[src/rtl/subrange_pkg.sv]
// Shared types for the subranging conversion sequencer.
// Assumes: one conversion at a time; states are listed in visiting order.
package subrange_pkg;

    typedef enum logic [2:0] {
        ST_IDLE,
        ST_SAMPLE,
        ST_FLASH1,
        ST_LOAD_DAC,
        ST_SETTLE,
        ST_FLASH2,
        ST_CORRECT,
        ST_DONE
    } sr_state_t;

endpackage

[src/rtl/sr_interval_timer.sv]
// Down-counter for fixed settling waits.
// A load sets the count to load_val; expired is high when the count is zero.
// Assumes: the owner loads value N-1 to get an interval of N cycles.
module sr_interval_timer #(
    parameter int TW = 8
) (
    input  logic          clk,
    input  logic          rst_n,
    input  logic          load,
    input  logic [TW-1:0] load_val,
    output logic          expired
);

    logic [TW-1:0] cnt;

    // Load on request, otherwise count down to zero and stop there.
    always_ff @(posedge clk) begin
        if (!rst_n)
            cnt <= '0;
        else if (load)
            cnt <= load_val;
        else if (cnt != '0)
            cnt <= cnt - 1'b1;
    end

    assign expired = (cnt == '0);


    timer_reload_chk: assert property (@(posedge clk) disable iff (!rst_n)
        (load && load_val != '0) |=> !expired);

endmodule

[src/rtl/sr_fine_correct.sv]
// Joins the coarse and fine flash codes into one word.
// The fine code carries one overlap bit, so its mid-scale (2**(FW-2)) means
// no correction. The sum is clipped to the output range.
// Assumes: FW == OW - CW + 1.
module sr_fine_correct #(
    parameter int CW = 8,
    parameter int FW = 9,
    parameter int OW = 16
) (
    input  logic [CW-1:0] coarse,
    input  logic [FW-1:0] fine,
    output logic [OW-1:0] word
);

    localparam int SW = OW + 2;
    localparam logic signed [SW-1:0] OFFSET = SW'(2 ** (FW - 2));

    logic signed [SW-1:0] sum;

    // Offset-corrected sum, then clip at both ends of the range.
    always_comb begin
        sum = $signed({2'b00, coarse, {(OW-CW){1'b0}}})
            + $signed({{(SW-FW){1'b0}}, fine})
            - OFFSET;
        if (sum[SW-1])
            word = '0;
        else if (sum[SW-2])
            word = '1;
        else
            word = sum[OW-1:0];
    end

endmodule

[src/rtl/subrange_seq.sv]
// Sequencer for a two-pass subranging conversion.
// Order of work: sample, wait for the coarse flash, strobe the coarse code to
// the DAC, settle, wait for the fine flash, correct, then raise done for one
// cycle. Start is taken only while idle.
// Assumes: flash ready inputs are synchronous to clk; the analog path is
// external.
module subrange_seq #(
    parameter int CLK_MHZ   = 100,
    parameter int SAMPLE_NS = 5000,
    parameter int SETTLE_NS = 2000,
    parameter int CW        = 8,
    parameter int FW        = 9,
    parameter int OW        = 16
) (
    input  logic          clk,
    input  logic          rst_n,
    input  logic          start,
    input  logic [CW-1:0] coarse_code,
    input  logic          coarse_rdy,
    input  logic [FW-1:0] fine_code,
    input  logic          fine_rdy,
    output logic          sh_sample,
    output logic          dac_load,
    output logic [CW-1:0] dac_code,
    output logic          done,
    output logic [OW-1:0] result
);

    import subrange_pkg::*;

    localparam int SAMPLE_RAW = (CLK_MHZ * SAMPLE_NS) / 1000;
    localparam int SETTLE_RAW = (CLK_MHZ * SETTLE_NS) / 1000;
    localparam int SAMPLE_CYC = (SAMPLE_RAW < 1) ? 1 : SAMPLE_RAW;
    localparam int SETTLE_CYC = (SETTLE_RAW < 1) ? 1 : SETTLE_RAW;
    localparam int MAX_CYC    = (SAMPLE_CYC > SETTLE_CYC) ? SAMPLE_CYC : SETTLE_CYC;
    localparam int TW         = $clog2(MAX_CYC + 1);

    sr_state_t     state, state_nx;
    logic          tmr_load;
    logic [TW-1:0] tmr_val;
    logic          tmr_expired;
    logic [FW-1:0] fine_q;
    logic [OW-1:0] corr_word;

    // Next-state choice from the current phase and its wait condition.
    always_comb begin
        state_nx = state;
        unique case (state)
            ST_IDLE:     if (start)       state_nx = ST_SAMPLE;
            ST_SAMPLE:   if (tmr_expired) state_nx = ST_FLASH1;
            ST_FLASH1:   if (coarse_rdy)  state_nx = ST_LOAD_DAC;
            ST_LOAD_DAC:                  state_nx = ST_SETTLE;
            ST_SETTLE:   if (tmr_expired) state_nx = ST_FLASH2;
            ST_FLASH2:   if (fine_rdy)    state_nx = ST_CORRECT;
            ST_CORRECT:                   state_nx = ST_DONE;
            ST_DONE:                      state_nx = ST_IDLE;
            default:                      state_nx = ST_IDLE;
        endcase
    end

    // State register.
    always_ff @(posedge clk) begin
        if (!rst_n) state <= ST_IDLE;
        else        state <= state_nx;
    end

    // Timer reload on entry to either settling phase.
    always_comb begin
        tmr_load = 1'b0;
        tmr_val  = '0;
        if (state == ST_IDLE && start) begin
            tmr_load = 1'b1;
            tmr_val  = TW'(SAMPLE_CYC - 1);
        end else if (state == ST_LOAD_DAC) begin
            tmr_load = 1'b1;
            tmr_val  = TW'(SETTLE_CYC - 1);
        end
    end

    sr_interval_timer #(.TW(TW)) u_timer (
        .clk      (clk),
        .rst_n    (rst_n),
        .load     (tmr_load),
        .load_val (tmr_val),
        .expired  (tmr_expired)
    );

    // Capture the coarse code; it also drives the DAC upper byte.
    always_ff @(posedge clk) begin
        if (!rst_n)
            dac_code <= '0;
        else if (state == ST_FLASH1 && coarse_rdy)
            dac_code <= coarse_code;
    end

    // Capture the fine code once the residue has settled.
    always_ff @(posedge clk) begin
        if (!rst_n)
            fine_q <= '0;
        else if (state == ST_FLASH2 && fine_rdy)
            fine_q <= fine_code;
    end

    sr_fine_correct #(.CW(CW), .FW(FW), .OW(OW)) u_corr (
        .coarse (dac_code),
        .fine   (fine_q),
        .word   (corr_word)
    );

    // Output register, loaded once per conversion.
    always_ff @(posedge clk) begin
        if (!rst_n)
            result <= '0;
        else if (state == ST_CORRECT)
            result <= corr_word;
    end

    assign sh_sample = (state == ST_SAMPLE);
    assign dac_load  = (state == ST_LOAD_DAC);
    assign done      = (state == ST_DONE);


    done_pulse_chk: assert property (@(posedge clk) disable iff (!rst_n)
        done |=> !done);


    result_hold_chk: assert property (@(posedge clk) disable iff (!rst_n)
        !done |-> $stable(result));


    dac_pulse_chk: assert property (@(posedge clk) disable iff (!rst_n)
        dac_load |=> !dac_load);


    strobe_excl_chk: assert property (@(posedge clk) disable iff (!rst_n)
        !(sh_sample && dac_load));


    sample_entry_chk: assert property (@(posedge clk) disable iff (!rst_n)
        $rose(sh_sample) |-> $past(state == ST_IDLE));

endmodule

[config.mk]
export PLATFORM = sky130hd
export DESIGN_NAME = subrange_seq
export DESIGN_NICKNAME = d
export VERILOG_FILES = /design/src/rtl/subrange_pkg.sv /design/src/rtl/sr_interval_timer.sv /design/src/rtl/sr_fine_correct.sv /design/src/rtl/subrange_seq.sv
export SDC_FILE = /design/constraint.sdc
export NUM_CORES = 1
export LEC_CHECK = 0
export BUFFER_PORTS_ARGS = -buffer_cell sky130_fd_sc_hd__buf_2
export CORE_ASPECT_RATIO = 0.5
export CORE_MARGIN = 2
export CORE_UTILIZATION = 25
export DETAILED_ROUTE_END_ITERATION = 10
export SLEW_MARGIN = 20
export SYNTH_ARGS = -nofsm -noshare
export SYNTH_HDL_FRONTEND = slang
export SYNTH_SLANG_ARGS = --single-unit
[constraint.sdc]
create_clock -name clk -period 5.66 [get_ports clk]
set_input_delay 0.566 -clock clk [delete_from_list [all_inputs] [get_ports clk]]
set_output_delay 0.566 -clock clk [all_outputs]
set_load 0.03 [all_outputs]
### Word-level counts from Yosys, hierarchy flattened

Index checks and enable logic that the tools add are counted.

| operators by class | value |
|---|---|
| shift-type cells | 0 |
| mux-type cells | 14 |
| order comparisons | 0 |
| add/sub/neg operators | 3 |
| bitwise logic cells | 0 |
| multiply operators | 0 |
| eq/ne operators | 12 |
| reductions and logical operators | 8 |
| div/mod/pow operators | 0 |

Operators with widths:

| cell | count |
|---|---|
| $mux 16 | 2 |
| $mux 9 | 3 |
| $pmux 3 s8 | 1 |
| $sub 18x9->18 const B | 1 |
| $add 16x9->17 | 1 |
| $mux 3 | 5 |
| $eq 3x3->1 const B | 4 |
| $logic_not 9->1 | 1 |
| $reduce_bool 9->1 | 1 |
| $sub 9x1->9 const B | 1 |
| $mux 8 | 1 |
| $ne 2x2->1 const B | 4 |
| $eq 3x2->1 const B | 2 |
| $reduce_and 5->1 | 1 |
| $eq 3x1->1 const B | 1 |
| $logic_and 1x1->1 | 3 |
| $logic_not 3->1 | 1 |
| $mux 1 | 2 |
| $ne 2x1->1 const B | 1 |
| $reduce_bool 2->1 | 1 |

| storage, ports and cells | value |
|---|---|
| word-level logic and storage cells | 42 |
| memory bits (read-only) | 0 |
| latch bits | 0 |
| memories kept | 0 |
| input port bits | 22 |
| bits in registers | 45 |
| memory bits (writable) | 0 |

### Logic depth before layout (Yosys ltp)

Gate-level depths: netlist of the first run.

| depth | value |
|---|---|
| word-level depth | 4 |
| depth in mapped cells | 10 |

### Hierarchy

A second synthesis of the first run with hierarchy kept.

| unflattened totals | value |
|---|---|
| cell total of the unflattened synthesis | 339 |
| area total of the unflattened synthesis | 2667.6 µm² |

Modules (own cells, without submodules):

| module | area an instance (µm²) | times used | cells an instance |
|---|---|---|---|
| subrange_seq | 1428.9 | 1 | 175 |
| sr_fine_correct | 726.9 | 1 | 102 |
| sr_interval_timer | 511.7 | 1 | 62 |

### Least setup slack after synthesis of the first run

No wires, ideal clock.

| timing | value |
|---|---|
| path kind | register to register |
| start point | reg dac_code[0] |
| end point | reg result[11] |
| stages on the path, launching flop included | 11 |
| setup slack | 3137 ps |
| library setup time | 115 ps |
| arrival time | 2408 ps |
| required time | 5545 ps |
| cells stage by stage | dfxtp_1 -> ha_1 -> ha_1 -> clkbuf_2 -> xnor2_2 -> and3b_1 -> nand2_1 -> o41ai_4 -> buf_6 -> nand2_1 -> and3_1 |

| between the ends | value |
|---|---|
| cells in the longest elaborated chain, start to end | 4 |

RTL lines:

| item | line | RTL |
|---|---|---|
| start, declared | subrange_seq.sv:24 | `output logic [CW-1:0] dac_code,` |
| start signal, assigned | subrange_seq.sv:93 | `dac_code <= coarse_code;` |
| $add 16x9->17 (*) | sr_fine_correct.sv:23 | `+ $signed({{(SW-FW){1'b0}}, fine})` |
| $sub 18x9->18 (*) | sr_fine_correct.sv:24 | `- OFFSET;` |
| $mux 16 | sr_fine_correct.sv:27 | `else if (sum[SW-2])` |
| $mux 16 (*) | sr_fine_correct.sv:25 | `if (sum[SW-1])` |
| end signal, assigned | subrange_seq.sv:115 | `result <= corr_word;` |
| end, declared | subrange_seq.sv:26 | `output logic [OW-1:0] result` |

Mark *: on every way between the ends. The rest lies on a longest branch, timed or not.
A chain may end at the register's enable or synchronous reset.

### Worst setup path in the final report of the first run

| timing | value |
|---|---|
| start point | reg dac_code[0] |
| end point | reg result[5] |

The elaborated chain is that of the path after synthesis.

==> qor.csv, run 1 <==
stage,metric,value,unit
worst_setup_path,worst_path_max_delay_cell,nor3_1,
final_layout,final_cell_mix,"buf_2, dfxtp_1, nand2_1",
clock_tree,cts_setup_buffers,0,
clock_tree,clockBufferDepth,2,
floorplanning,coreArea,0.008889,mm^2
logic_synthesis,synth_ff_type,dfxtp_1,
power,power,894.8,uW
routing,vias,2020,
floorplanning,die_area,0.01019,mm^2
clock_tree,root_buffer,clkbuf_16,
clock_tree,clk_latency,280,ps
logic_synthesis,ys_seq_area_share,38.52,%
logic_synthesis,ys_ff_latch,45,
global_route,grt_pass1_wl,9266,um
floorplanning,rows,24,
worst_setup_path,r2r-start,dac_code[0],
routing,drt-pass1-iter-count,4,
power,ir_drop,0.1263,mV
global_route,antenna_found_initial,0,
routing,drc,0,
worst_setup_path,critPathRequiredTime,5840,ps
power,power.share.clock,34.3,%
worst_setup_path,path_delay_family,simple AND/OR/NAND/NOR gates,
worst_setup_path,endpoint_kind,flop,
worst_setup_path,crit_type,flop to flop,
worst_setup_path,startpoint_type,flop,
placed_design,port_buffers,48,
routing,drt_iter0_markers,124,
power,p_switching,261.2,uW
clock_tree,htreeDepth,2,
global_route,grt-busiest-layer,met2,
global_route,grt_use_met3,2.376,%
worst_setup_path,worst_path_most_repeated_cell,ha_1,
sta,grt_setup_unrepaired,no,
power,p_seq_share,42.2,%
global_route,met1_usage,15.30,%
clock_tree,hold_buffers,0,
worst_setup_path,path_buf_inv,0,
clock_tree,cts.sinks,45,
worst_setup_path,crit_start,dac_code[0],
global_route,grtUsageTotal,11.08,%
sta,finalSetupViolCount,0,
run_status,status,"finished, final reports clean",
global_route,grt_max_degree,37,
sta,finalHoldViolCount,0,
final_layout,area_growth_syn_to_layout,20.33,%
routing,vias_per_cell,4.633,
clock_tree,clk_pin_slew,60,ps
global_route,use_met2,18.05,%
final_layout,antenna_cells,0,
routing,antenna_left,0,
routing,drt-total-wl,5432,um
floorplanning,fp.dieW,140.8,um
sta,drv_slew,0,
logic_synthesis,ys.warnings.count,0,
routing,wl_per_cell,12.46,um
power,p_int,633.6,uW
final_layout,fin_nets,345,
final_layout,nFillCells,961,
sta,relSlewSlack,28.53,%
logic_synthesis,syn_avg_cell_area,8.442,um^2
logic_synthesis,synth.top_cells.by_area,"dfxtp_1, nand2_1, mux2i_1",
global_route,grt_pass1_vias,1934,
power,pwr-share-comb,23.5,%
worst_setup_path,path_max_fanout,14,
placed_design,hpwl,4074,um
logic_synthesis,yosysTopAreaCell,dfxtp_1,
final_layout,drive_gt1_share,24.14,%
logic_synthesis,synth_enable_flop_cells,0,
worst_setup_path,cp_data_arrival_time,3020,ps
final_layout,mostFrequentLayoutCell,buf_2,
sta,fin_skew,5.262,ps
sta,finalCriticalPeriod,2841,ps
worst_setup_path,timing.critical_path.slowest_cell_delay,490,ps
sta,setup_tns,0,ps
logic_synthesis,synth_top_cell_area_share,38.52,%
global_route,gr-total-overflow,0,
logic_synthesis,async_reset_ff_share,0,%
floorplanning,die_h,72.39,um
flow_run,drv.max_cap_violation_count,0,
worst_setup_path,crit_chain,ha_1 > ha_1 > nor3_1 > and3_1 > nand4_1 > a31o_2 > a21oi_1,
floorplanning,io_pins,49,
placed_design,gp_congestion,0.7855,
clock_tree,cts_made_buffers,5,
sta,max_freq,0.3520,GHz
sta,fin_crit_sh,50.19,%
logic_synthesis,synth_fp_nets,304,
min_path,holdCritStartpoint,result[0],
clock_tree,cts_resized,0,
power,powerDensity,318.0,mW/mm^2
floorplanning,initial_core_util,26.31,%
logic_synthesis,syn-cell-area,0.002338,mm^2
power,leakage,1.145,nW
clock_tree,tritoncts,built,
sta,tightest_slew,1066,ps
min_path,hold_class,flop to flop,
logic_synthesis,synth_cell_types,48,
power,switching_share,29.19,%
logic_synthesis,syn_inst,277,
-- sequential cells by signal (all words and copies together), names as in the netlist --
| signal | cells |
|---|---|
| fine_q | 9 |
| result | 16 |
| state | 3 |
| u_timer.cnt | 9 |
| dac_code | 8 |
-- per-layer routing --
metal / wire, um / share of wire (%)
met5: 0 / 0
met4: 34 / 0.63
met1: 2830 / 52
met3: 142 / 2.6
met2: 2425 / 45
-- power by group through the flow --
| stage | logic, mW | registers (mW) | clock network, mW |
|---|---|---|---|
| finish | 0.211 | 0.377 | 0.307 |
| CTS | 0.213 | 0.377 | 0.313 |
| global placement | 0.209 | 0.384 | 0 |
| floorplan | 0.175 | 0.379 | 0 |
| detailed placement | 0.212 | 0.384 | 0 |
| global route | 0.243 | 0.383 | 0.326 |
-- cell type report --
cell class	count	area [um^2]	area share, %
multi-input combinational	201	1301	46.24
sequential	45	900.9	32.01
timing repair buffer	49	247.7	8.804
clock buffer	7	152.6	5.425
tap	117	146.4	5.202
inverter	16	60.06	2.134
clock inverter	1	5.005	0.1779
-- metrics by stage --
step	worst slack [ps]	instances	hold WS (ps)	util, %	cell area (um^2)
3_3_place_gp	2881	428	443.3	29.88	2656
3_5_place_dp	2822	428	444.1	29.88	2656
2_1_floorplan	3137	277	436.3	-	2338
6_report	2819	436	448.1	31.66	2814
4_1_cts	2800	436	453.0	31.66	2814
5_1_grt	2542	436	471.8	31.66	2814
-- worst register-to-register path, delay by kind of cell, from the launching register on --
kind / cells / cell delay (ps)
fa+ha+maj: 2 / 610
simple gates: 3 / 1240
flops: 1 / 320
compound gates: 2 / 580
-- path summary, 6_finish.rpt --
kind	end	slack, ps	depth (start not counted)
hold / removal	result[0]	450	2
setup / recovery	result[5]	2820	7
hold reg to reg	result[0]	450	2
setup reg to reg	result[5]	2820	7
-- synth_stat cells, drive strengths merged, types with 9 or more instances --
cell type / n
dfxtp: 45
nand2: 41
nor2: 31
a21oi: 22
inv: 14
xnor2: 13
mux2i: 12
clkbuf: 10
a31o: 9
nor3: 9
-- kinds of logic after synthesis --
family,count (synthesis),share of synthesized area (%)
buffers and inverters,31,5.832
muxes,14,6.100
adders and majority gates,5,2.675
xor gates and xnor gates,18,7.063
DFF,45,38.52
AOI/OAI and AO/OA,53,17.07
and+or+nand+nor,111,22.74
Note: power is estimated with default switching activity, not from simulation.
==> run 2, diff against run 1 <==
clock period = 2.95 ns   (was 5.66 ns; I/O delays follow)
==> qor.csv, run 2 (synthesized netlist as in run 1, its figures left out) <==
stage,metric,value,unit,change
run_status,status,"finished, final reports clean",,
placed_design,placed_area,0.002686,mm^2,+1.1%
power,pwr-share-comb,22.7,%,-0.8 points
floorplanning,initial_core_util,26.31,%,unchanged
routing,vias_per_cell,4.639,,+0.12%
placed_design,port_buffers,48,,unchanged
final_layout,top_register,result,,
routing,antenna_left,0,,unchanged
floorplanning,io_pins,49,,unchanged
final_layout,design_area,0.002863,mm^2,+1.7%
power,p_seq_share,40.5,%,-1.7 points
power,p_switching,501.0,uW,+92%
worst_setup_path,path_max_fanout,10,,-4
final_layout,final_core_util,32.21,%,+0.55 points
flow_run,drv.max_cap_violation_count,0,,unchanged
floorplanning,coreArea,0.008889,mm^2,unchanged
routing,drt-pass1-iter-count,6,,+2
final_layout,largest_reg_flops,16,,unchanged
sta,finalCriticalPeriod,2604,ps,-236.5 ps
global_route,grt_pass1_wl,9011,um,-2.8%
routing,drt-total-wl,5521,um,+1.6%
power,leakage,1.166,nW,+1.9%
routing,vias,2041,,+1.0%
floorplanning,die_area,0.01019,mm^2,unchanged
global_route,gr-total-overflow,0,,unchanged
sta,finalHoldViolCount,0,,unchanged
power,powerDensity,623.3,mW/mm^2,+96%
final_layout,regArea,900.9,um^2,unchanged
power,ir_drop,0.2114,mV,+67%
sta,relSlewSlack,44.28,%,+16 points
sta,grt_setup_unrepaired,no,,
floorplanning,die_h,72.39,um,unchanged
worst_setup_path,crit_type,flop to flop,,
final_layout,antenna_cells,0,,unchanged
sta,setup_tns,0,ps,unchanged
sta,fin_crit_sh,88.28,%,+38 points
clock_tree,cts.sinks,45,,unchanged
final_layout,nFillCells,975,,+1.5%
min_path,hold_class,input pin to flop,,
clock_tree,hold_buffers,0,,unchanged
global_route,grt_max_degree,21,,-43%
clock_tree,htreeDepth,2,,unchanged
final_layout,drive_gt1_share,25.08,%,+0.94 points
clock_tree,clockBufferDepth,2,,unchanged
routing,wl_per_cell,12.55,um,+0.71%
clock_tree,cts_setup_buffers,0,,unchanged
sta,drv_slew,0,,unchanged
floorplanning,fp.dieW,140.8,um,unchanged
placed_design,gp_congestion,0.8028,,+2.2%
final_layout,final_cell_mix,"buf_2, dfxtp_1, nand2_1",,
power,switching_share,28.08,%,-1.1 points
power,p_int,1.283,mW,+100%
clock_tree,clk_latency,280,ps,about the same
clock_tree,cts_made_buffers,5,,unchanged
worst_setup_path,cp_data_arrival_time,2780,ps,-240 ps
global_route,grt_pass1_vias,1859,,-3.9%
sta,fin_skew,5.672,ps,+0.4097 ps
worst_setup_path,reg2regPathDepth,9,,+2
power,power.share.clock,36.7,%,+2.4 points
final_layout,area_growth_syn_to_layout,22.42,%,
sta,tightest_slew,829.4,ps,-236.1 ps
clock_tree,cts_resized,0,,unchanged
final_layout,multi_input_area,0.001301,mm^2,unchanged
routing,drc,0,,unchanged
min_path,hold_depth,3,,+1
final_layout,reg_top3,"result (16), fine_q (9), u_timer.cnt (9)",,
worst_setup_path,critPathRequiredTime,3130,ps,-2710 ps
sta,max_freq,0.3840,GHz,+9.1%
worst_setup_path,endpoint_kind,flop,,
clock_tree,clk_pin_slew,60,ps,about the same
floorplanning,rows,24,,unchanged
routing,drt_iter0_markers,121,,-2.4%
sta,finalSetupViolCount,0,,unchanged
clock_tree,root_buffer,clkbuf_16,,
global_route,antenna_found_initial,0,,unchanged
placed_design,hpwl,4119,um,+1.1%
final_layout,fin_nets,349,,+1.2%
clock_tree,tritoncts,built,,
worst_setup_path,startpoint_type,flop,,
global_route,grtUsageTotal,11.08,%,about the same
final_layout,mostFrequentLayoutCell,buf_2,,
## run 2: cell types whose count changed in the layout (fill, tap and decap cells not counted), sizes merged
cell and change:
clkinvlp +1, clkinv -1, clkbuf -1, bufinv +1, buf +4
## run 2: stage by stage
step / setup WS [ps] / cells / hold slack, ps / power, mW
after floorplan: 426.9 / 277 / 431.0 / 1.063
after global placement: 407.9 / 432 / 442.3 / 1.144
after detailed placement: 352.8 / 432 / 445.2 / 1.147
after CTS: 339.3 / 440 / 242.6 / 1.807
after global routing: 27.37 / 440 / 246.8 / 1.902
final: 345.8 / 440 / 242.8 / 1.784
## run 2: area by class of cell
| type | instances | share of cell area (%) |
|---|---|---|
| Multi-Input combinational cell | 201 | 45.45 |
| Sequential cell | 45 | 31.47 |
| Timing Repair Buffer | 53 | 9.703 |
| Tap cell | 117 | 5.114 |
| Clock buffer | 6 | 4.851 |
| Inverter | 16 | 2.098 |
| Clock inverter | 2 | 1.311 |
## run 2: power by group through the flow
stage	clock network [mW]	registers, mW	logic (mW)
CTS	0.671	0.724	0.411
finish	0.656	0.723	0.406
detailed placement	0	0.737	0.410
global placement	0	0.737	0.407
floorplan	0	0.727	0.336
global route	0.708	0.730	0.464
## run 2: per-layer routing
| layer | routed length [um] | up-vias | GRT usage, % |
|---|---|---|---|
| met1 | 2871 | 961 | 15.04 |
| met5 | 0 | - | 0 |
| met3 | 156 | 4 | 2.904 |
| met2 | 2423 | 27 | 17.29 |
| met4 | 69 | 0 | 3.667 |
| li1 | - | 1049 | - |
## run 2: worst max-delay path: stages (launching register included)
cell     delay, ps
dfxtp_1        350
ha_1           270
ha_1           360
xnor2_2        180
and3b_1        260
nand2_1        160
o41ai_4        440
buf_4          250
nand2_1         60
and3_1         180
## run 2: worst paths after layout
path / slack (ps) / to / start
worst max-delay path: 350 / result[11] / dac_code[0]
worst min-delay path: 240 / dac_code[5] / coarse_code[5]
worst max register to register: 350 / result[11] / dac_code[0]
worst min register to register: 450 / result[1] / result[1]
